<file path="src/rtl/tl_pkg.sv">
`timescale 1ns/1ps
package tl_pkg;
  localparam logic [7:0] OP_WR  = 8'h00;
  localparam logic [7:0] OP_SWR = 8'h04;
  localparam logic [7:0] OP_RD  = 8'h10;
  localparam logic [7:0] OP_SRD = 8'h14;
  localparam logic [7:0] OP_NOP = 8'h7F;
  localparam logic [7:0] RESP_FLAG = 8'h80;
endpackage

</file>
<file path="src/rtl/tl_req_parser.sv">
`timescale 1ns/1ps
module tl_req_parser import tl_pkg::*; #(
  parameter int MAX_WR_WORDS = 4,
  parameter int MAX_RD_WORDS = 256,
  parameter int WW  = $clog2(MAX_RD_WORDS + 1),
  parameter int WIW = (MAX_WR_WORDS > 1) ? $clog2(MAX_WR_WORDS) : 1
) (
  input  logic                         clk_i,
  input  logic                         rst_ni,
  input  logic                         acc_i,
  input  logic [7:0]                   data_i,
  input  logic                         sop_i,
  input  logic                         eop_i,
  output logic                         cmd_valid_o,
  output logic [7:0]                   cmd_op_o,
  output logic [15:0]                  cmd_cnt_o,
  output logic [WW-1:0]                cmd_words_o,
  output logic [31:0]                  cmd_addr_o,
  output logic [MAX_WR_WORDS-1:0][31:0] wbuf_o
);
  localparam logic [13:0] MAXW = 14'(MAX_WR_WORDS);
  localparam logic [13:0] MAXR = 14'(MAX_RD_WORDS);

  logic        in_pkt_q, cmd_valid_q;
  logic [15:0] idx_q, cnt_q, dofs;
  logic [7:0]  op_q;
  logic [31:0] addr_q;
  logic [MAX_WR_WORDS-1:0][31:0] wbuf_q;
  logic [13:0] wsel, words;
  logic [1:0]  lane;
  logic        len_wr_ok, hdr_end, cnt_shape, pkt_ok;

  assign dofs  = idx_q - 16'd8;
  assign wsel  = dofs[15:2];
  assign lane  = dofs[1:0];
  assign words = cnt_q[15:2];

  always_comb begin
    len_wr_ok = ({1'b0, idx_q} == ({1'b0, cnt_q} + 17'd7));
    hdr_end   = (idx_q == 16'd7);
    cnt_shape = (cnt_q[1:0] == 2'b00) && (cnt_q != 16'd0);
    case (op_q)
      OP_WR:   pkt_ok = (cnt_q == 16'd4) && len_wr_ok;
      OP_SWR:  pkt_ok = cnt_shape && (words <= MAXW) && len_wr_ok;
      OP_RD:   pkt_ok = (cnt_q == 16'd4) && hdr_end;
      OP_SRD:  pkt_ok = cnt_shape && (words <= MAXR) && hdr_end;
      OP_NOP:  pkt_ok = hdr_end;
      default: pkt_ok = 1'b0;
    endcase
  end

  always_ff @(posedge clk_i or negedge rst_ni) begin
    if (!rst_ni) begin
      in_pkt_q    <= 1'b0;
      cmd_valid_q <= 1'b0;
      idx_q       <= '0;
      cnt_q       <= '0;
      op_q        <= '0;
      addr_q      <= '0;
      wbuf_q      <= '0;
    end else begin
      cmd_valid_q <= 1'b0;
      if (acc_i) begin
        if (sop_i) begin
          in_pkt_q <= ~eop_i;
          idx_q    <= 16'd1;
          op_q     <= data_i;
        end else if (in_pkt_q) begin
          if (idx_q != 16'hFFFF) idx_q <= idx_q + 16'd1;
          case (idx_q)
            16'd2: cnt_q[15:8]   <= data_i;
            16'd3: cnt_q[7:0]    <= data_i;
            16'd4: addr_q[31:24] <= data_i;
            16'd5: addr_q[23:16] <= data_i;
            16'd6: addr_q[15:8]  <= data_i;
            16'd7: addr_q[7:0]   <= data_i;
            default:
              if (idx_q >= 16'd8 && wsel < MAXW)
                wbuf_q[wsel[WIW-1:0]][{lane, 3'b000} +: 8] <= data_i;
          endcase
          if (eop_i) begin
            in_pkt_q    <= 1'b0;
            cmd_valid_q <= pkt_ok;
          end
        end
      end
    end
  end

  assign cmd_valid_o = cmd_valid_q;
  assign cmd_op_o    = op_q;
  assign cmd_cnt_o   = cnt_q;
  assign cmd_words_o = cnt_q[WW+1:2];
  assign cmd_addr_o  = addr_q;
  assign wbuf_o      = wbuf_q;

  // input is closed after a command, so no back-to-back command
  p_cmd_pulse_r11: assert property (@(posedge clk_i) disable iff (!rst_ni)
    cmd_valid_o |=> !cmd_valid_o);
endmodule

</file>
<file path="src/rtl/tl_bus_engine.sv">
`timescale 1ns/1ps
module tl_bus_engine import tl_pkg::*; #(
  parameter int MAX_WR_WORDS = 4,
  parameter int WW  = 9,
  parameter int WIW = 2
) (
  input  logic                          clk_i,
  input  logic                          rst_ni,
  input  logic                          cmd_valid_i,
  input  logic [7:0]                    cmd_op_i,
  input  logic [15:0]                   cmd_cnt_i,
  input  logic [WW-1:0]                 cmd_words_i,
  input  logic [31:0]                   cmd_addr_i,
  input  logic [MAX_WR_WORDS-1:0][31:0] wbuf_i,
  output logic [31:0]                   bus_addr_o,
  output logic                          bus_rd_o,
  output logic                          bus_wr_o,
  output logic [31:0]                   bus_wdata_o,
  input  logic [31:0]                   bus_rdata_i,
  input  logic                          bus_wait_i,
  output logic                          fr_load_o,
  output logic [31:0]                   fr_word_o,
  output logic                          fr_sop_o,
  output logic                          fr_eop_o,
  input  logic                          fr_busy_i,
  output logic                          busy_o
);
  typedef enum logic [2:0] {S_IDLE, S_ACC, S_DRAIN, S_RESP, S_FIN} eng_state_e;

  eng_state_e   state_q;
  logic [7:0]   op_q;
  logic [15:0]  cnt_q, resp_cnt;
  logic [WW-1:0] idx_q, last_q;
  logic [31:0]  addr_q;
  logic         is_rd, at_last, done_acc;

  assign is_rd    = (op_q == OP_RD) || (op_q == OP_SRD);
  assign at_last  = (idx_q == last_q);
  assign done_acc = (state_q == S_ACC) && !bus_wait_i;
  assign resp_cnt = (op_q == OP_NOP) ? 16'd0 : cnt_q;

  always_ff @(posedge clk_i or negedge rst_ni) begin
    if (!rst_ni) begin
      state_q <= S_IDLE;
      op_q    <= '0;
      cnt_q   <= '0;
      idx_q   <= '0;
      last_q  <= '0;
      addr_q  <= '0;
    end else begin
      case (state_q)
        S_IDLE:
          if (cmd_valid_i) begin
            op_q    <= cmd_op_i;
            cnt_q   <= cmd_cnt_i;
            last_q  <= cmd_words_i - 1'b1;
            addr_q  <= cmd_addr_i;
            idx_q   <= '0;
            state_q <= (cmd_op_i == OP_NOP) ? S_RESP : S_ACC;
          end
        S_ACC:
          if (!bus_wait_i) begin
            if (is_rd) state_q <= S_DRAIN;
            else if (at_last) state_q <= S_RESP;
            else begin
              idx_q  <= idx_q + 1'b1;
              addr_q <= addr_q + 32'd4;
            end
          end
        S_DRAIN:
          if (!fr_busy_i) begin
            if (at_last) state_q <= S_IDLE;
            else begin
              idx_q   <= idx_q + 1'b1;
              addr_q  <= addr_q + 32'd4;
              state_q <= S_ACC;
            end
          end
        S_RESP:  state_q <= S_FIN;
        S_FIN:   if (!fr_busy_i) state_q <= S_IDLE;
        default: state_q <= S_IDLE;
      endcase
    end
  end

  assign bus_addr_o  = addr_q;
  assign bus_rd_o    = (state_q == S_ACC) && is_rd;
  assign bus_wr_o    = (state_q == S_ACC) && !is_rd;
  assign bus_wdata_o = wbuf_i[idx_q[WIW-1:0]];

  assign fr_load_o = (done_acc && is_rd) || (state_q == S_RESP);
  assign fr_word_o = (state_q == S_RESP)
                   ? {resp_cnt[7:0], resp_cnt[15:8], 8'h00, op_q | RESP_FLAG}
                   : bus_rdata_i;
  assign fr_sop_o  = (state_q == S_RESP) || (idx_q == '0);
  assign fr_eop_o  = (state_q == S_RESP) || at_last;
  assign busy_o    = (state_q != S_IDLE);

  // command held while the bus stretches the access
  p_hold_cmd_r6: assert property (@(posedge clk_i) disable iff (!rst_ni)
    (bus_rd_o || bus_wr_o) && bus_wait_i |=>
      $stable(bus_addr_o) && $stable(bus_rd_o) && $stable(bus_wr_o) && $stable(bus_wdata_o));
  // strobes exclusive
  p_excl_strobe_r6: assert property (@(posedge clk_i) disable iff (!rst_ni)
    !(bus_rd_o && bus_wr_o));
  // decoder only issues into an idle engine
  p_cmd_idle_r11: assert property (@(posedge clk_i) disable iff (!rst_ni)
    cmd_valid_i |-> (state_q == S_IDLE));
endmodule

</file>
<file path="src/rtl/tl_resp_framer.sv">
`timescale 1ns/1ps
module tl_resp_framer (
  input  logic        clk_i,
  input  logic        rst_ni,
  input  logic        load_i,
  input  logic [31:0] word_i,
  input  logic        sop_i,
  input  logic        eop_i,
  output logic        busy_o,
  output logic        out_valid_o,
  output logic [7:0]  out_data_o,
  output logic        out_sop_o,
  output logic        out_eop_o
);
  logic        active_q, sop_q, eop_q;
  logic [1:0]  lane_q;
  logic [31:0] word_q;

  always_ff @(posedge clk_i or negedge rst_ni) begin
    if (!rst_ni) begin
      active_q <= 1'b0;
      sop_q    <= 1'b0;
      eop_q    <= 1'b0;
      lane_q   <= '0;
      word_q   <= '0;
    end else if (load_i) begin
      active_q <= 1'b1;
      lane_q   <= '0;
      word_q   <= word_i;
      sop_q    <= sop_i;
      eop_q    <= eop_i;
    end else if (active_q) begin
      if (lane_q == 2'd3) active_q <= 1'b0;
      lane_q <= lane_q + 2'd1;
    end
  end

  assign busy_o      = active_q;
  assign out_valid_o = active_q;
  assign out_data_o  = word_q[{lane_q, 3'b000} +: 8];
  assign out_sop_o   = active_q && sop_q && (lane_q == 2'd0);
  assign out_eop_o   = active_q && eop_q && (lane_q == 2'd3);

  // a word is never overwritten while being emitted
  p_no_overrun_r4: assert property (@(posedge clk_i) disable iff (!rst_ni)
    load_i |-> !active_q);
endmodule

</file>
<file path="src/rtl/tl_bus_master.sv">
`timescale 1ns/1ps
module tl_bus_master #(
  parameter int MAX_WR_WORDS = 4,
  parameter int MAX_RD_WORDS = 256
) (
  input  logic        clk_i,
  input  logic        rst_ni,
  input  logic        in_valid_i,
  output logic        in_ready_o,
  input  logic [7:0]  in_data_i,
  input  logic        in_sop_i,
  input  logic        in_eop_i,
  output logic        out_valid_o,
  output logic [7:0]  out_data_o,
  output logic        out_sop_o,
  output logic        out_eop_o,
  output logic [31:0] bus_addr_o,
  output logic        bus_rd_o,
  output logic        bus_wr_o,
  output logic [31:0] bus_wdata_o,
  input  logic [31:0] bus_rdata_i,
  input  logic        bus_wait_i
);
  localparam int WW  = $clog2(MAX_RD_WORDS + 1);
  localparam int WIW = (MAX_WR_WORDS > 1) ? $clog2(MAX_WR_WORDS) : 1;

  logic                          cmd_valid, eng_busy, fr_load, fr_sop, fr_eop, fr_busy;
  logic [7:0]                    cmd_op;
  logic [15:0]                   cmd_cnt;
  logic [WW-1:0]                 cmd_words;
  logic [31:0]                   cmd_addr, fr_word;
  logic [MAX_WR_WORDS-1:0][31:0] wbuf;

  assign in_ready_o = !cmd_valid && !eng_busy;

  tl_req_parser #(
    .MAX_WR_WORDS(MAX_WR_WORDS), .MAX_RD_WORDS(MAX_RD_WORDS), .WW(WW), .WIW(WIW)
  ) u_parser (
    .clk_i, .rst_ni,
    .acc_i(in_valid_i && in_ready_o),
    .data_i(in_data_i), .sop_i(in_sop_i), .eop_i(in_eop_i),
    .cmd_valid_o(cmd_valid), .cmd_op_o(cmd_op), .cmd_cnt_o(cmd_cnt),
    .cmd_words_o(cmd_words), .cmd_addr_o(cmd_addr), .wbuf_o(wbuf)
  );

  tl_bus_engine #(.MAX_WR_WORDS(MAX_WR_WORDS), .WW(WW), .WIW(WIW)) u_engine (
    .clk_i, .rst_ni,
    .cmd_valid_i(cmd_valid), .cmd_op_i(cmd_op), .cmd_cnt_i(cmd_cnt),
    .cmd_words_i(cmd_words), .cmd_addr_i(cmd_addr), .wbuf_i(wbuf),
    .bus_addr_o, .bus_rd_o, .bus_wr_o, .bus_wdata_o, .bus_rdata_i, .bus_wait_i,
    .fr_load_o(fr_load), .fr_word_o(fr_word), .fr_sop_o(fr_sop), .fr_eop_o(fr_eop),
    .fr_busy_i(fr_busy), .busy_o(eng_busy)
  );

  tl_resp_framer u_framer (
    .clk_i, .rst_ni,
    .load_i(fr_load), .word_i(fr_word), .sop_i(fr_sop), .eop_i(fr_eop),
    .busy_o(fr_busy),
    .out_valid_o, .out_data_o, .out_sop_o, .out_eop_o
  );
endmodule

</file>
<file path="config.mk">
export PLATFORM = sky130hd
export DESIGN_NAME = tl_bus_master
export DESIGN_NICKNAME = d
export VERILOG_FILES = /design/src/rtl/tl_pkg.sv /design/src/rtl/tl_req_parser.sv /design/src/rtl/tl_bus_engine.sv /design/src/rtl/tl_resp_framer.sv /design/src/rtl/tl_bus_master.sv
export SDC_FILE = /design/constraint.sdc
export NUM_CORES = 1
export LEC_CHECK = 0
export BUFFER_PORTS_ARGS = -buffer_cell sky130_fd_sc_hd__buf_2
export CAP_MARGIN = 20
export CORE_MARGIN = 8
export CORE_UTILIZATION = 53
export CTS_CLUSTER_SIZE = 8
export DETAILED_ROUTE_END_ITERATION = 10
export PLACE_DENSITY = 0.82
export REMOVE_ABC_BUFFERS = 1
export SYNTH_ARGS = -nofsm -noshare
export SYNTH_HDL_FRONTEND = slang
export SYNTH_SLANG_ARGS = --single-unit
</file>
<file path="constraint.sdc">
create_clock -name clk_i -period 3.8 [get_ports clk_i]
set_clock_uncertainty 0.2 [all_clocks]
set_input_delay 0.76 -clock clk_i [delete_from_list [all_inputs] [get_ports clk_i]]
set_output_delay 0.76 -clock clk_i [all_outputs]
set_load 0.05 [all_outputs]
</file>
==> report_table.html, run 1 <==
<table>
<tr><th>Metric</th><th>Value</th></tr>
<tr><th colspan="2">Logic synthesis</th></tr>
<tr><td>Yosys top cell by area</td><td>sky130_fd_sc_hd__dfrtp_1</td></tr>
<tr><td>Async SR Flop Fraction</td><td>100%</td></tr>
<tr><td>Sequential cell area fraction in the yosys report</td><td>49.4%</td></tr>
<tr><td>Yosys reg bits</td><td>316</td></tr>
<tr><td>EDFF count, synth</td><td>0</td></tr>
<tr><td>Yosys warning count</td><td>0</td></tr>
<tr><td>Commonest cells post-synth</td><td>sky130_fd_sc_hd__dfrtp_1, sky130_fd_sc_hd__mux2_2, sky130_fd_sc_hd__nand2_1</td></tr>
<tr><td>Most used DFF post-synth</td><td>sky130_fd_sc_hd__dfrtp_1</td></tr>
<tr><td>Mean post-synth cell area</td><td>11.1 sq um</td></tr>
<tr><td>Synth area leaders</td><td>sky130_fd_sc_hd__dfrtp_1, sky130_fd_sc_hd__mux2_2, sky130_fd_sc_hd__mux4_2, sky130_fd_sc_hd__nand2_1, sky130_fd_sc_hd__nor2_1</td></tr>
<tr><td>Distinct cell type count after synthesis</td><td>67</td></tr>
<tr><td>Netlist area before placement</td><td>0.0160 sq mm</td></tr>
<tr><td>Most frequent cell after synthesis</td><td>sky130_fd_sc_hd__dfrtp_1</td></tr>
<tr><td>Gate Count Post-Synth</td><td>1440</td></tr>
<tr><td>Share of the synthesized area in the top cell type</td><td>49.4%</td></tr>
<tr><th colspan="2">Clock tree</th></tr>
<tr><td>Count of clock tree sinks</td><td>316</td></tr>
<tr><td>CTS tree</td><td>built</td></tr>
<tr><td>Number of buffers inserted during clock tree synthesis</td><td>45</td></tr>
<tr><td>Number of buffers inserted for hold repair after clock tree synthesis</td><td>0</td></tr>
<tr><td>Number of gates given a new drive strength after cts</td><td>0</td></tr>
<tr><td>Insertion delay to the later sink of the worst-skew pair</td><td>0.54 ns</td></tr>
<tr><td>Bufs on Longest Clock Path</td><td>3</td></tr>
<tr><td>H-tree depth reported by CTS</td><td>2</td></tr>
<tr><td>Post-CTS setup buffers</td><td>0</td></tr>
<tr><td>Root cell of the clock tree</td><td>sky130_fd_sc_hd__clkbuf_16</td></tr>
<tr><td>CTS clk-pin slew, worst paths</td><td>0.05 ns</td></tr>
<tr><th colspan="2">Worst setup path</th></tr>
<tr><td>CP Launch Type</td><td>flip-flop</td></tr>
<tr><td>Worst-path fanout max</td><td>13</td></tr>
<tr><td>Reg-to-reg critical path startpoint</td><td>u_engine.state_q[0]</td></tr>
<tr><td>Number of buffer and inverter instances along the worst setup path</td><td>2</td></tr>
<tr><td>Worst reg2reg setup slack</td><td>0.68 ns</td></tr>
<tr><td>Critical path required time</td><td>2.84 ns</td></tr>
<tr><td>Worst path arrival time</td><td>2.25 ns</td></tr>
<tr><td>Peak per-stage delay on the critical path</td><td>0.59 ns</td></tr>
<tr><td>WS Path Type</td><td>reg2out</td></tr>
<tr><td>Crit path cell chain</td><td>nor3b_1 &gt; inv_1 &gt; a31oi_1 &gt; buf_2</td></tr>
<tr><td>Endpoint of the worst-slack reg-to-reg timing path</td><td>u_parser.cmd_addr_o[17]</td></tr>
<tr><td>End of the critical path</td><td>bus_wr_o</td></tr>
<tr><td>Slowest cell on the critical path</td><td>sky130_fd_sc_hd__dfrtp_1</td></tr>
<tr><td>Critical path launch point</td><td>u_engine.state_q[0]</td></tr>
<tr><td>Critical path depth in cells</td><td>4</td></tr>
<tr><td>Dominant delay contributor by cell family on the critical path</td><td>flip-flops</td></tr>
<tr><td>Endpoint class of the critical path</td><td>primary output</td></tr>
<tr><td>Register-to-Register Path Depth</td><td>5</td></tr>
<tr><th colspan="2">Placed design</th></tr>
<tr><td>Number of port buffers</td><td>123</td></tr>
<tr><td>DP HPWL</td><td>26600 microns</td></tr>
<tr><td>Final estimated routing congestion in global placement</td><td>0.937</td></tr>
<tr><th colspan="2">Job</th></tr>
<tr><td>Number of max-cap violations</td><td>0</td></tr>
<tr><th colspan="2">Global route</th></tr>
<tr><td>All-Layer GR Usage</td><td>22.2%</td></tr>
<tr><td>Vias in the first global route</td><td>12003</td></tr>
<tr><td>Wire length of the first global-routing pass</td><td>65400 microns</td></tr>
<tr><td>Largest net degree at the start of global routing</td><td>84</td></tr>
<tr><td>Number of antenna violations at the first check in global routing</td><td>3</td></tr>
<tr><td>Grt total ovfl</td><td>0</td></tr>
<tr><th colspan="2">Die</th></tr>
<tr><td>Number of cell rows</td><td>63</td></tr>
<tr><td>Horizontal die dimension</td><td>190 microns</td></tr>
<tr><td>Number of placed I/O pins</td><td>124</td></tr>
<tr><td>Die boundary height</td><td>190 microns</td></tr>
<tr><td>Initial cell density of the core</td><td>53.8%</td></tr>
<tr><td>Core area</td><td>0.0297 sq mm</td></tr>
<tr><td>Overall die area</td><td>0.0360 sq mm</td></tr>
<tr><th colspan="2">STA</th></tr>
<tr><td>Crit path time final</td><td>3.21 ns</td></tr>
<tr><td>Worst max-slew margin expressed relative to the limit</td><td>41.3%</td></tr>
<tr><td>Number of pins exceeding their max-slew limit in the final report</td><td>0</td></tr>
<tr><td>Total Negative Setup Slacks</td><td>0 ns</td></tr>
<tr><td>Final number of setup-violating endpoints</td><td>0</td></tr>
<tr><td>Peak Freq</td><td>312 MHz</td></tr>
<tr><td>Post-route fraction of the period consumed by the critical path</td><td>84.3%</td></tr>
<tr><td>Worst Hold Margin</td><td>0.00748 ns</td></tr>
<tr><td>Final Hold Viols</td><td>0</td></tr>
<tr><td>RSZ-0062 raised after global routing</td><td>false</td></tr>
<tr><td>Least-Margin Pin Slew</td><td>0.878 ns</td></tr>
<tr><th colspan="2">Pwr</th></tr>
<tr><td>Power per cell area</td><td>422 mW/mm^2</td></tr>
<tr><td>Peak supply drop</td><td>0.000394 V</td></tr>
<tr><td>Leakage power of the design</td><td>8.79 nW</td></tr>
<tr><td>Sum of internal, switching and leakage power</td><td>7.69 mW</td></tr>
<tr><th colspan="2">Layout</th></tr>
<tr><td>Total Nets Final</td><td>1611</td></tr>
<tr><td>Layout Area Growth over Synthesis</td><td>13.9%</td></tr>
<tr><td>Share of the core filled with cells in the final layout</td><td>61.3%</td></tr>
<tr><td>Antenna Cells</td><td>0</td></tr>
<tr><td>Fraction of final layout cells sized beyond drive strength 1</td><td>29.4%</td></tr>
<tr><th colspan="2">Drt</th></tr>
<tr><td>Remaining DRCs</td><td>0</td></tr>
<tr><td>Iter 0 DRT Violations</td><td>905</td></tr>
<tr><td>Total Wirelength</td><td>40000 microns</td></tr>
<tr><td>Residual antenna-violating net count after detailed routing</td><td>0</td></tr>
<tr><td>First drt pass iteration count</td><td>5</td></tr>
<tr><td>Average routed wire per standard cell</td><td>20.6 microns</td></tr>
<tr><td>DR vias</td><td>11830</td></tr>
<tr><td>Vias per cell</td><td>6.10</td></tr>
<tr><th colspan="2">Hold path</th></tr>
<tr><td>Worst Hold Class</td><td>in2async</td></tr>
<tr><th colspan="2">Outcome</th></tr>
<tr><td>Result of the run</td><td>finished, final reports clean</td></tr>
</table>
-- cell families after synthesis --
logic type	synth area share, %
xor gates and xnor gates	3.39
muxes	19.0
and+or+nand+nor	15.9
DFF	49.4
buffers and inverters	2.84
adders and majority gates	1.56
AOI/OAI and AO/OA	7.95
-- routing by layer --
| layer | part of all wire, % | global-route usage, % | vias up |
|---|---|---|---|
| li1 | - | - | 5318 |
| met5 | 0.050 | 0 | - |
| met4 | 2.3 | 6.67 | 4 |
| met1 | 43 | 29.7 | 6004 |
| met3 | 6.2 | 3.94 | 79 |
| met2 | 49 | 36.5 | 425 |
-- registers in the layout (all words and copies together) (netlist names) --
signal                count
u_parser.in_pkt_q         1
u_engine.last_q           9
u_parser.wbuf_o         128
u_engine.state_q          3
u_engine.cnt_q           16
u_parser.idx_q           16
u_framer.busy_o           1
u_engine.op_q             8
u_framer.lane_q           2
u_parser.cmd_cnt_o       16
u_framer.eop_q            1
u_engine.bus_addr_o      32
u_engine.idx_q            9
u_parser.cmd_addr_o      32
u_framer.word_q          32
u_parser.cmd_valid_o      1
u_parser.cmd_op_o         8
u_framer.sop_q            1
-- per-stage QoR --
step / cell area (sq um) / setup WS, ns / std cells
after detailed placement: 17000 / 0.697 / 1888
final: 18200 / 0.595 / 1939
after global placement: 17000 / 0.775 / 1888
after global routing: 18200 / 0.481 / 1939
after floorplan: 15600 / -0.176 / 1347
after CTS: 18200 / 0.609 / 1939
-- worst min-delay path by stage --
stage,cells after the start,start,to
after CTS,1,rst_ni,u_parser.wbuf_o[126]
after detailed placement,2,u_parser.cmd_addr_o[0],u_engine.bus_addr_o[0]
after global placement,2,u_parser.cmd_addr_o[0],u_engine.bus_addr_o[0]
after floorplan,2,u_parser.cmd_addr_o[0],u_engine.bus_addr_o[0]
after global routing,1,rst_ni,u_parser.wbuf_o[126]
final,1,rst_ni,u_parser.wbuf_o[58]
-- power breakdown --
group          switching [mW]  internal [mW]  total [mW]
Combinational           0.442          0.202       0.643
Clock                    1.39           2.12        3.51
Sequential             0.0971           3.43        3.53
-- cell type report --
class	instances	area, sq um
clock buffers	49	1150
clock inverters	2	40.0
fillers	2316	11500
inverters	24	90.1
multi-input cells	1007	7660
flip-flops and latches	316	7910
well taps	390	488
repair buffers	151	886
-- layout by cell type, fill, tap and decap left out, types with 36 or more instances in the layout --
master                      Yosys  routed
sky130_fd_sc_hd__buf_2          6     122
sky130_fd_sc_hd__mux4_2        40      40
sky130_fd_sc_hd__dfrtp_1      316     315
sky130_fd_sc_hd__mux2_2       171     171
sky130_fd_sc_hd__clkbuf_16      0      45
sky130_fd_sc_hd__and2_1        40      40
sky130_fd_sc_hd__nor2_1       100      99
sky130_fd_sc_hd__o21ai_0       66      66
sky130_fd_sc_hd__nand3_1       41      41
sky130_fd_sc_hd__xnor2_1       36      36
sky130_fd_sc_hd__nand2_1      160     160
sky130_fd_sc_hd__a21oi_1       66      65
Note: power is estimated with default switching activity, not from simulation.
==> inputs of run 2 (changes only) <==
==> constraint.sdc (replaced) <==
create_clock -name clk_i -period 3.1 [get_ports clk_i]
set_clock_uncertainty 0.2 [all_clocks]
set_input_delay 0.62 -clock clk_i [delete_from_list [all_inputs] [get_ports clk_i]]
set_output_delay 0.62 -clock clk_i [all_outputs]
set_load 0.05 [all_outputs]
==> report_table.html, run 2 (synthesis gave the netlist of run 1 again) <==
<table>
<tr><th>Metric</th><th>Value</th></tr>
<tr><th colspan="2">Drt</th></tr>
<tr><td>DR vias</td><td>12002 (+1.5%)</td></tr>
<tr><td>Iter 0 DRT Violations</td><td>1230 (+36%)</td></tr>
<tr><td>Remaining DRCs</td><td>0 (unchanged)</td></tr>
<tr><td>Total Wirelength</td><td>40600 microns (+1.5%)</td></tr>
<tr><td>First drt pass iteration count</td><td>7 (+2)</td></tr>
<tr><td>Vias per cell</td><td>6.12 (+0.32%)</td></tr>
<tr><td>Average routed wire per standard cell</td><td>20.7 microns (+0.38%)</td></tr>
<tr><td>Residual antenna-violating net count after detailed routing</td><td>0 (unchanged)</td></tr>
<tr><th colspan="2">Worst setup path</th></tr>
<tr><td>WS Path Type</td><td>reg2reg</td></tr>
<tr><td>CP Launch Type</td><td>flip-flop</td></tr>
<tr><td>Endpoint class of the critical path</td><td>flip-flop</td></tr>
<tr><td>Worst path arrival time</td><td>3.20 ns (+0.95 ns)</td></tr>
<tr><td>Critical path required time</td><td>3.33 ns (+0.49 ns)</td></tr>
<tr><td>Worst-path fanout max</td><td>16 (+3)</td></tr>
<tr><th colspan="2">Die</th></tr>
<tr><td>Number of placed I/O pins</td><td>124 (unchanged)</td></tr>
<tr><td>Overall die area</td><td>0.0360 sq mm (unchanged)</td></tr>
<tr><td>Core area</td><td>0.0297 sq mm (unchanged)</td></tr>
<tr><td>Die boundary height</td><td>190 microns (unchanged)</td></tr>
<tr><td>Number of cell rows</td><td>63 (unchanged)</td></tr>
<tr><td>Horizontal die dimension</td><td>190 microns (unchanged)</td></tr>
<tr><td>Initial cell density of the core</td><td>53.8% (unchanged)</td></tr>
<tr><th colspan="2">Outcome</th></tr>
<tr><td>Result of the run</td><td>finished, final reports clean</td></tr>
<tr><th colspan="2">Global route</th></tr>
<tr><td>All-Layer GR Usage</td><td>22.7% (+0.57 points)</td></tr>
<tr><td>Number of antenna violations at the first check in global routing</td><td>1 (-2)</td></tr>
<tr><td>Wire length of the first global-routing pass</td><td>66700 microns (+2.0%)</td></tr>
<tr><td>Vias in the first global route</td><td>12433 (+3.6%)</td></tr>
<tr><td>Grt total ovfl</td><td>0 (unchanged)</td></tr>
<tr><td>Largest net degree at the start of global routing</td><td>89 (+6.0%)</td></tr>
<tr><th colspan="2">Layout</th></tr>
<tr><td>Total Nets Final</td><td>1632 (+1.3%)</td></tr>
<tr><td>Number of fill cells in the layout</td><td>2188 (-5.5%)</td></tr>
<tr><td>Fraction of final layout cells sized beyond drive strength 1</td><td>30.4% (+1.1 points)</td></tr>
<tr><td>Layout Area Growth over Synthesis</td><td>15.5%</td></tr>
<tr><td>Max FFs per register</td><td>128 (unchanged)</td></tr>
<tr><td>Most frequent cells in the layout</td><td>sky130_fd_sc_hd__dfrtp_1, sky130_fd_sc_hd__mux2_2, sky130_fd_sc_hd__nand2_1</td></tr>
<tr><td>Most common cell after layout, fill and taps aside</td><td>sky130_fd_sc_hd__dfrtp_1</td></tr>
<tr><td>Antenna Cells</td><td>0 (unchanged)</td></tr>
<tr><th colspan="2">Placed design</th></tr>
<tr><td>DP HPWL</td><td>27200 microns (+2.5%)</td></tr>
<tr><td>Final estimated routing congestion in global placement</td><td>0.929 (-0.82%)</td></tr>
<tr><td>Number of port buffers</td><td>123 (unchanged)</td></tr>
<tr><td>Worst-case setup slack after placement</td><td>0.165 ns (-0.533 ns)</td></tr>
<tr><th colspan="2">Clock tree</th></tr>
<tr><td>Post-CTS setup buffers</td><td>0 (unchanged)</td></tr>
<tr><td>Bufs on Longest Clock Path</td><td>3 (unchanged)</td></tr>
<tr><td>Count of clock tree sinks</td><td>316 (unchanged)</td></tr>
<tr><td>CTS tree</td><td>built</td></tr>
<tr><td>Root cell of the clock tree</td><td>sky130_fd_sc_hd__clkbuf_16</td></tr>
<tr><td>Number of buffers inserted during clock tree synthesis</td><td>46 (+2.2%)</td></tr>
<tr><td>Insertion delay to the later sink of the worst-skew pair</td><td>0.56 ns (+0.02 ns)</td></tr>
<tr><td>CTS clk-pin slew, worst paths</td><td>0.05 ns (about the same)</td></tr>
<tr><td>H-tree depth reported by CTS</td><td>2 (unchanged)</td></tr>
<tr><th colspan="2">Pwr</th></tr>
<tr><td>Peak supply drop</td><td>0.000420 V (+6.5%)</td></tr>
<tr><td>Leakage power of the design</td><td>8.93 nW (+1.6%)</td></tr>
<tr><td>Power per cell area</td><td>524 mW/mm^2 (+24%)</td></tr>
<tr><th colspan="2">STA</th></tr>
<tr><td>RSZ-0062 raised after global routing</td><td>false</td></tr>
<tr><td>Worst Slack Setup Final</td><td>0.127 ns (-0.467 ns)</td></tr>
<tr><td>Least-Margin Pin Slew</td><td>0.758 ns (-0.120 ns)</td></tr>
<tr><td>Crit path time final</td><td>2.97 ns</td></tr>
<tr><td>Peak Freq</td><td>336 MHz</td></tr>
<tr><td>Final number of setup-violating endpoints</td><td>0 (unchanged)</td></tr>
<tr><td>Worst Hold Margin</td><td>0.0692 ns (+0.0617 ns)</td></tr>
<tr><td>Final Hold Viols</td><td>0 (unchanged)</td></tr>
<tr><td>Number of pins exceeding their max-slew limit in the final report</td><td>0 (unchanged)</td></tr>
<tr><td>Post-route fraction of the period consumed by the critical path</td><td>95.9%</td></tr>
<tr><td>Worst max-slew margin expressed relative to the limit</td><td>49.3% (+8.0 points)</td></tr>
<tr><th colspan="2">Hold path</th></tr>
<tr><td>Worst Hold Class</td><td>in2reg</td></tr>
<tr><th colspan="2">Job</th></tr>
<tr><td>Number of max-cap violations</td><td>0 (unchanged)</td></tr>
</table>
==> run 2: changes by cell type in the layout (fill, tap and decap cells not counted), moves of 2 or more <==
cell / before / now
sky130_fd_sc_hd__clkbuf_16: 45 / 47
sky130_fd_sc_hd__inv_16: 2 / 0
sky130_fd_sc_hd__buf_4: 24 / 43
sky130_fd_sc_hd__clkbuf_1: 3 / 1
sky130_fd_sc_hd__clkinv_16: 0 / 2
==> run 2: path summary, 6_finish.rpt <==
path                                         from                endpoint  slack, ns  cells after the start
hold / removal                     bus_rdata_i[9]      u_framer.word_q[9]       0.07                      3
setup reg to reg                u_parser.idx_q[3]    u_parser.wbuf_o[126]       0.13                      8
setup / recovery                u_parser.idx_q[3]    u_parser.wbuf_o[126]       0.13                      8
min in group asynchronous                  rst_ni     u_parser.wbuf_o[91]       0.39                      2
max in group asynchronous                  rst_ni       u_engine.idx_q[0]       1.32                      3
hold reg to reg            u_engine.bus_addr_o[1]  u_engine.bus_addr_o[1]       0.27                      2
==> run 2: per-layer routing <==
layer  track usage, %  wire [microns]  vias to the layer above
li1                 -               -                     5366
met1             30.0           16700                     6018
met2             37.1           19500                      526
met3             4.52            3160                       90
met4             7.91            1210                        2
met5                0               9                        -
==> run 2: critical path: stages, from the launching register on <==
cell	delay, ns
sky130_fd_sc_hd__dfrtp_1	0.44
sky130_fd_sc_hd__inv_1	0.09
sky130_fd_sc_hd__ha_1	0.27
sky130_fd_sc_hd__or4_1	0.44
sky130_fd_sc_hd__o21ai_0	0.12
sky130_fd_sc_hd__nand4_2	0.12
sky130_fd_sc_hd__buf_4	0.27
sky130_fd_sc_hd__nor3_4	0.47
sky130_fd_sc_hd__mux2_2	0.42
==> run 2: repair_timing <==
action,CTS,global route
hold buffers,1,0
endpoints found under the setup margin,0,9
resized for setup,0,2
endpoints found under the hold margin,60,0
==> run 2: metrics by stage <==
| step | setup TNS (ns) | power [mW] | cells | area, sq um | utilization, % |
|---|---|---|---|---|---|
| final | 0 | 9.68 | 1961 | 18500 | 62.2 |
| after global routing | 0 | 10.0 | 1961 | 18500 | 62.2 |
| after CTS | 0 | 9.75 | 1961 | 18500 | 62.1 |
| after detailed placement | 0 | 5.20 | 1907 | 17200 | 57.8 |
| after global placement | 0 | 5.17 | 1907 | 17200 | 57.8 |
| after floorplan | -41.60 | 4.84 | 1347 | 15600 | - |
==> run 2: area by class of cell <==
cell class	count	area, sq um	area share (%)
Clock buffer	49	1190	6.46
Clock inverter	4	98.8	0.535
Inverter	24	90.1	0.488
Multi-Input combinational cell	1007	7650	41.4
Sequential cell	316	7910	42.8
Tap cell	390	488	2.64
Timing Repair Buffer	171	1040	5.63
==> run 2: power by group <==
part           switching, mW  internal (mW)  total [mW]
Combinational          0.545          0.252       0.797
Sequential             0.120           4.21        4.33
Clock                   1.77           2.79        4.55
==> inputs of run 3 (changes only) <==
--- a/config.mk
+++ b/config.mk
@@ -15,4 +15,5 @@
 export REMOVE_ABC_BUFFERS = 1
 export SYNTH_ARGS = -nofsm -noshare
 export SYNTH_HDL_FRONTEND = slang
+export SYNTH_HIERARCHICAL = 1
 export SYNTH_SLANG_ARGS = --single-unit
==> report_table.html, run 3 <==
<table>
<tr><th>Metric</th><th>Value</th></tr>
<tr><th colspan="2">Hold path</th></tr>
<tr><td>Worst hold start</td><td>in_eop_i</td></tr>
<tr><td>Hold endpoint</td><td>u_parser/in_pkt_q</td></tr>
<tr><td>Worst Hold Class</td><td>in2reg</td></tr>
<tr><td>Number of cells traversed by the worst hold path</td><td>2 (-1)</td></tr>
<tr><th colspan="2">Logic synthesis</th></tr>
<tr><td>Netlist area before placement</td><td>0.0167 sq mm (+4.6%)</td></tr>
<tr><td>Yosys reg bits</td><td>316 (unchanged)</td></tr>
<tr><td>Most frequent cell after synthesis</td><td>sky130_fd_sc_hd__dfrtp_1</td></tr>
<tr><td>Distinct cell type count after synthesis</td><td>84 (+25%)</td></tr>
<tr><td>Gate Count Post-Synth</td><td>1341 (-6.9%)</td></tr>
<tr><td>Yosys warning count</td><td>6 (+6)</td></tr>
<tr><td>Sequential cell area fraction in the yosys report</td><td>47.3% (-2.2 points)</td></tr>
<tr><td>Most used DFF post-synth</td><td>sky130_fd_sc_hd__dfrtp_1</td></tr>
<tr><td>Yosys top cell by area</td><td>sky130_fd_sc_hd__dfrtp_1</td></tr>
<tr><td>Mean post-synth cell area</td><td>12.5 sq um (+12%)</td></tr>
<tr><td>Commonest cells post-synth</td><td>sky130_fd_sc_hd__dfrtp_1, sky130_fd_sc_hd__mux2_2, sky130_fd_sc_hd__nand2_1</td></tr>
<tr><td>Synth area leaders</td><td>sky130_fd_sc_hd__dfrtp_1, sky130_fd_sc_hd__mux2_2, sky130_fd_sc_hd__mux4_2, sky130_fd_sc_hd__mux2_4, sky130_fd_sc_hd__xnor2_1</td></tr>
<tr><td>Share of the synthesized area in the top cell type</td><td>47.3% (-2.2 points)</td></tr>
<tr><td>EDFF count, synth</td><td>0 (unchanged)</td></tr>
<tr><td>Async SR Flop Fraction</td><td>100% (unchanged)</td></tr>
<tr><th colspan="2">Die</th></tr>
<tr><td>Horizontal die dimension</td><td>194 microns (+2.1%)</td></tr>
<tr><td>Number of placed I/O pins</td><td>124 (unchanged)</td></tr>
<tr><td>Die boundary height</td><td>194 microns (+2.1%)</td></tr>
<tr><td>Core area</td><td>0.0313 sq mm (+5.4%)</td></tr>
<tr><td>Overall die area</td><td>0.0375 sq mm (+4.2%)</td></tr>
<tr><td>Initial cell density of the core</td><td>53.4% (-0.41 points)</td></tr>
<tr><td>Number of cell rows</td><td>65 (+3.2%)</td></tr>
<tr><th colspan="2">STA</th></tr>
<tr><td>Worst Hold Margin</td><td>0.130 ns (+0.0611 ns)</td></tr>
<tr><td>Final Hold Viols</td><td>0 (unchanged)</td></tr>
<tr><td>Crit path time final</td><td>3.03 ns (+0.0547 ns)</td></tr>
<tr><td>Number of pins exceeding their max-slew limit in the final report</td><td>0 (unchanged)</td></tr>
<tr><td>Least-Margin Pin Slew</td><td>0.802 ns (+0.0438 ns)</td></tr>
<tr><td>Worst max-slew margin expressed relative to the limit</td><td>46.1% (-3.2 points)</td></tr>
<tr><td>Post-route fraction of the period consumed by the critical path</td><td>97.7% (+1.8 points)</td></tr>
<tr><td>Peak Freq</td><td>330 MHz (-1.8%)</td></tr>
<tr><td>RSZ-0062 raised after global routing</td><td>false</td></tr>
<tr><td>Final number of setup-violating endpoints</td><td>0 (unchanged)</td></tr>
<tr><td>Total Negative Setup Slacks</td><td>0 ns (unchanged)</td></tr>
<tr><th colspan="2">Clock tree</th></tr>
<tr><td>Root cell of the clock tree</td><td>sky130_fd_sc_hd__clkbuf_16</td></tr>
<tr><td>Count of clock tree sinks</td><td>316 (unchanged)</td></tr>
<tr><td>Post-CTS setup buffers</td><td>0 (unchanged)</td></tr>
<tr><td>Number of buffers inserted during clock tree synthesis</td><td>45 (-2.2%)</td></tr>
<tr><td>CTS tree</td><td>built</td></tr>
<tr><td>CTS clk-pin slew, worst paths</td><td>0.05 ns (about the same)</td></tr>
<tr><td>Bufs on Longest Clock Path</td><td>3 (unchanged)</td></tr>
<tr><td>H-tree depth reported by CTS</td><td>2 (unchanged)</td></tr>
<tr><td>Insertion delay to the later sink of the worst-skew pair</td><td>0.54 ns (-0.02 ns)</td></tr>
<tr><th colspan="2">Placed design</th></tr>
<tr><td>Number of port buffers</td><td>123 (unchanged)</td></tr>
<tr><td>Placed cell areas</td><td>0.0179 sq mm (+4.1%)</td></tr>
<tr><td>Placed Cells</td><td>1839 (-3.6%)</td></tr>
<tr><td>DP HPWL</td><td>28000 microns (+2.9%)</td></tr>
<tr><td>Final estimated routing congestion in global placement</td><td>0.913 (-1.8%)</td></tr>
<tr><th colspan="2">Outcome</th></tr>
<tr><td>Result of the run</td><td>finished, final reports clean</td></tr>
<tr><th colspan="2">Drt</th></tr>
<tr><td>Remaining DRCs</td><td>0 (unchanged)</td></tr>
<tr><td>Residual antenna-violating net count after detailed routing</td><td>0 (unchanged)</td></tr>
<tr><td>DR vias</td><td>11737 (-2.2%)</td></tr>
<tr><td>Iter 0 DRT Violations</td><td>775 (-37%)</td></tr>
<tr><td>First drt pass iteration count</td><td>5 (-2)</td></tr>
<tr><td>Average routed wire per standard cell</td><td>22.2 microns (+7.3%)</td></tr>
<tr><td>Total Wirelength</td><td>42100 microns (+3.5%)</td></tr>
<tr><td>Vias per cell</td><td>6.21 (+1.4%)</td></tr>
<tr><th colspan="2">Worst setup path</th></tr>
<tr><td>Endpoint of the worst-slack reg-to-reg timing path</td><td>u_parser/cmd_valid_o</td></tr>
<tr><td>Peak per-stage delay on the critical path</td><td>0.62 ns (+0.15 ns)</td></tr>
<tr><td>Slowest cell on the critical path</td><td>sky130_fd_sc_hd__or4b_2</td></tr>
<tr><td>Dominant delay contributor by cell family on the critical path</td><td>simple AND/OR/NAND/NOR gates</td></tr>
<tr><td>Critical path required time</td><td>3.28 ns (-0.05 ns)</td></tr>
<tr><td>CP Launch Type</td><td>flip-flop</td></tr>
<tr><td>Worst reg2reg setup slack</td><td>0.07 ns (-0.05 ns)</td></tr>
<tr><td>WS Path Type</td><td>reg2reg</td></tr>
<tr><td>Worst-path fanout max</td><td>5 (-11)</td></tr>
<tr><td>Register-to-Register Path Depth</td><td>8 (unchanged)</td></tr>
<tr><td>Crit path cell chain</td><td>inv_1 &gt; ha_1 &gt; or4b_2 &gt; nor4_1 &gt; and3_1 &gt; o221a_2 &gt; o221ai_1 &gt; o31ai_1</td></tr>
<tr><td>Reg-to-reg critical path startpoint</td><td>u_parser/cmd_cnt_o[1]</td></tr>
<tr><td>Worst path arrival time</td><td>3.21 ns (about the same)</td></tr>
<tr><td>Endpoint class of the critical path</td><td>flip-flop</td></tr>
<tr><td>Number of buffer and inverter instances along the worst setup path</td><td>1 (-1)</td></tr>
<tr><th colspan="2">Global route</th></tr>
<tr><td>Largest net degree at the start of global routing</td><td>85 (-4.5%)</td></tr>
<tr><td>Grt total ovfl</td><td>0 (unchanged)</td></tr>
<tr><td>Number of antenna violations at the first check in global routing</td><td>1 (unchanged)</td></tr>
<tr><td>All-Layer GR Usage</td><td>22.2% (-0.57 points)</td></tr>
<tr><td>Vias in the first global route</td><td>12309 (-1.0%)</td></tr>
<tr><td>Wire length of the first global-routing pass</td><td>68300 microns (+2.5%)</td></tr>
<tr><th colspan="2">Layout</th></tr>
<tr><td>Max FFs per register</td><td>128 (unchanged)</td></tr>
<tr><td>Total Nets Final</td><td>1547 (-5.2%)</td></tr>
<tr><td>Antenna Cells</td><td>0 (unchanged)</td></tr>
<tr><td>Post-route standard cell area excluding fillers</td><td>0.0191 sq mm (+3.4%)</td></tr>
<tr><td>Final Instance Count excl. Fillers</td><td>1891 (-3.6%)</td></tr>
<tr><td>Most frequent cells in the layout</td><td>sky130_fd_sc_hd__dfrtp_1, sky130_fd_sc_hd__mux2_2, sky130_fd_sc_hd__buf_2</td></tr>
<tr><td>Fraction of final layout cells sized beyond drive strength 1</td><td>39.9% (+9.5 points)</td></tr>
<tr><td>Most common cell after layout, fill and taps aside</td><td>sky130_fd_sc_hd__dfrtp_1</td></tr>
<tr><td>Layout Area Growth over Synthesis</td><td>14.2%</td></tr>
<tr><th colspan="2">Job</th></tr>
<tr><td>Number of max-cap violations</td><td>0 (unchanged)</td></tr>
<tr><th colspan="2">Pwr</th></tr>
<tr><td>Peak supply drop</td><td>0.000720 V (+72%)</td></tr>
<tr><td>Leakage power of the design</td><td>8.96 nW (+0.25%)</td></tr>
<tr><td>Power per cell area</td><td>852 mW/mm^2 (+63%)</td></tr>
</table>
run 3: changes by cell type in the layout (fill, tap and decap cells not counted), sizes merged, moves of 9 or more:
cell     delta
nand2      -82
a22o       +16
nand4       -9
o31ai      +13
buf        +17
o21ai      -41
mux2       +60
a2bb2oi    +16
nor2       -14
a21oi      -43
run 3: power by group:
group | switching, mW | total [mW] | internal [mW]
combinational | 4.17 | 6.48 | 2.32
clock | 1.68 | 4.29 | 2.61
sequential | 0.729 | 5.50 | 4.77
run 3: worst register-to-register path, stage by stage, from the launching register on:
cell and delay, ns:
sky130_fd_sc_hd__dfrtp_1 0.45, sky130_fd_sc_hd__inv_1 0.11, sky130_fd_sc_hd__ha_1 0.17, sky130_fd_sc_hd__or4b_2 0.62, sky130_fd_sc_hd__nor4_1 0.41, sky130_fd_sc_hd__and3_1 0.24
sky130_fd_sc_hd__o221a_2 0.19, sky130_fd_sc_hd__o221ai_1 0.11, sky130_fd_sc_hd__o31ai_1 0.38
run 3: worst max-delay path by stage:
stage | startpoint | end | slack [ns] | depth (start not counted)
after floorplan | u_engine/idx_q[0] | u_engine/bus_addr_o[21] | -2.52 | 5
after global placement | in_valid_i | u_parser/wbuf_o[83] | 0.07 | 9
after detailed placement | in_valid_i | u_parser/wbuf_o[87] | 0.02 | 9
after CTS | u_engine/state_q[1] | u_parser/wbuf_o[85] | 0.03 | 10
after global routing | u_parser/cmd_cnt_o[1] | u_parser/cmd_valid_o | 0.01 | 8
final | u_parser/cmd_cnt_o[1] | u_parser/cmd_valid_o | 0.07 | 8
run 3: layer usage:
| layer | GRT usage, % | up-vias | part of all wire [%] |
|---|---|---|---|
| li1 | - | 5155 | - |
| met1 | 29.1 | 6029 | 42 |
| met2 | 36.8 | 455 | 49 |
| met3 | 3.89 | 98 | 6.7 |
| met4 | 7.47 | 0 | 2.7 |
| met5 | 0 | - | 0 |
run 3: what timing repair did:
| action | 4_1_cts | 5_1_grt |
|---|---|---|
| endpoints found under the hold margin | 73 | 0 |
| gates resized for setup | 0 | 7 |
| endpoints found under the setup margin | 0 | 166 |
| hold buffers | 1 | 0 |
run 3: layout make-up:
| type | instances | area, sq um |
|---|---|---|
| inverter | 25 | 93.8 |
| tap | 402 | 503 |
| fill | 2322 | 12200 |
| multi-input combinational | 910 | 8250 |
| sequential | 316 | 7910 |
| clock inverter | 3 | 43.8 |
| timing repair buffer | 187 | 1150 |
| clock buffer | 48 | 1160 |
run 3: kinds of logic after synthesis:
family	after synthesis	synth area share, %
simple gates	377	14.1
flops	316	47.3
mux	285	22.8
compound gates	176	8.00
buf+inv	115	3.71
xor+xnor	56	2.93
fa+ha+maj	16	1.20
run 3: metrics by stage:
step	power [mW]	worst slack (ns)	util, %
floorplan	9.93	-2.52	-
global placement	11.7	0.0748	57.1
detailed placement	11.9	0.0178	57.1
CTS	16.3	0.0339	61.0
global route	17.0	0.0109	61.0
finish	16.3	0.0728	61.0
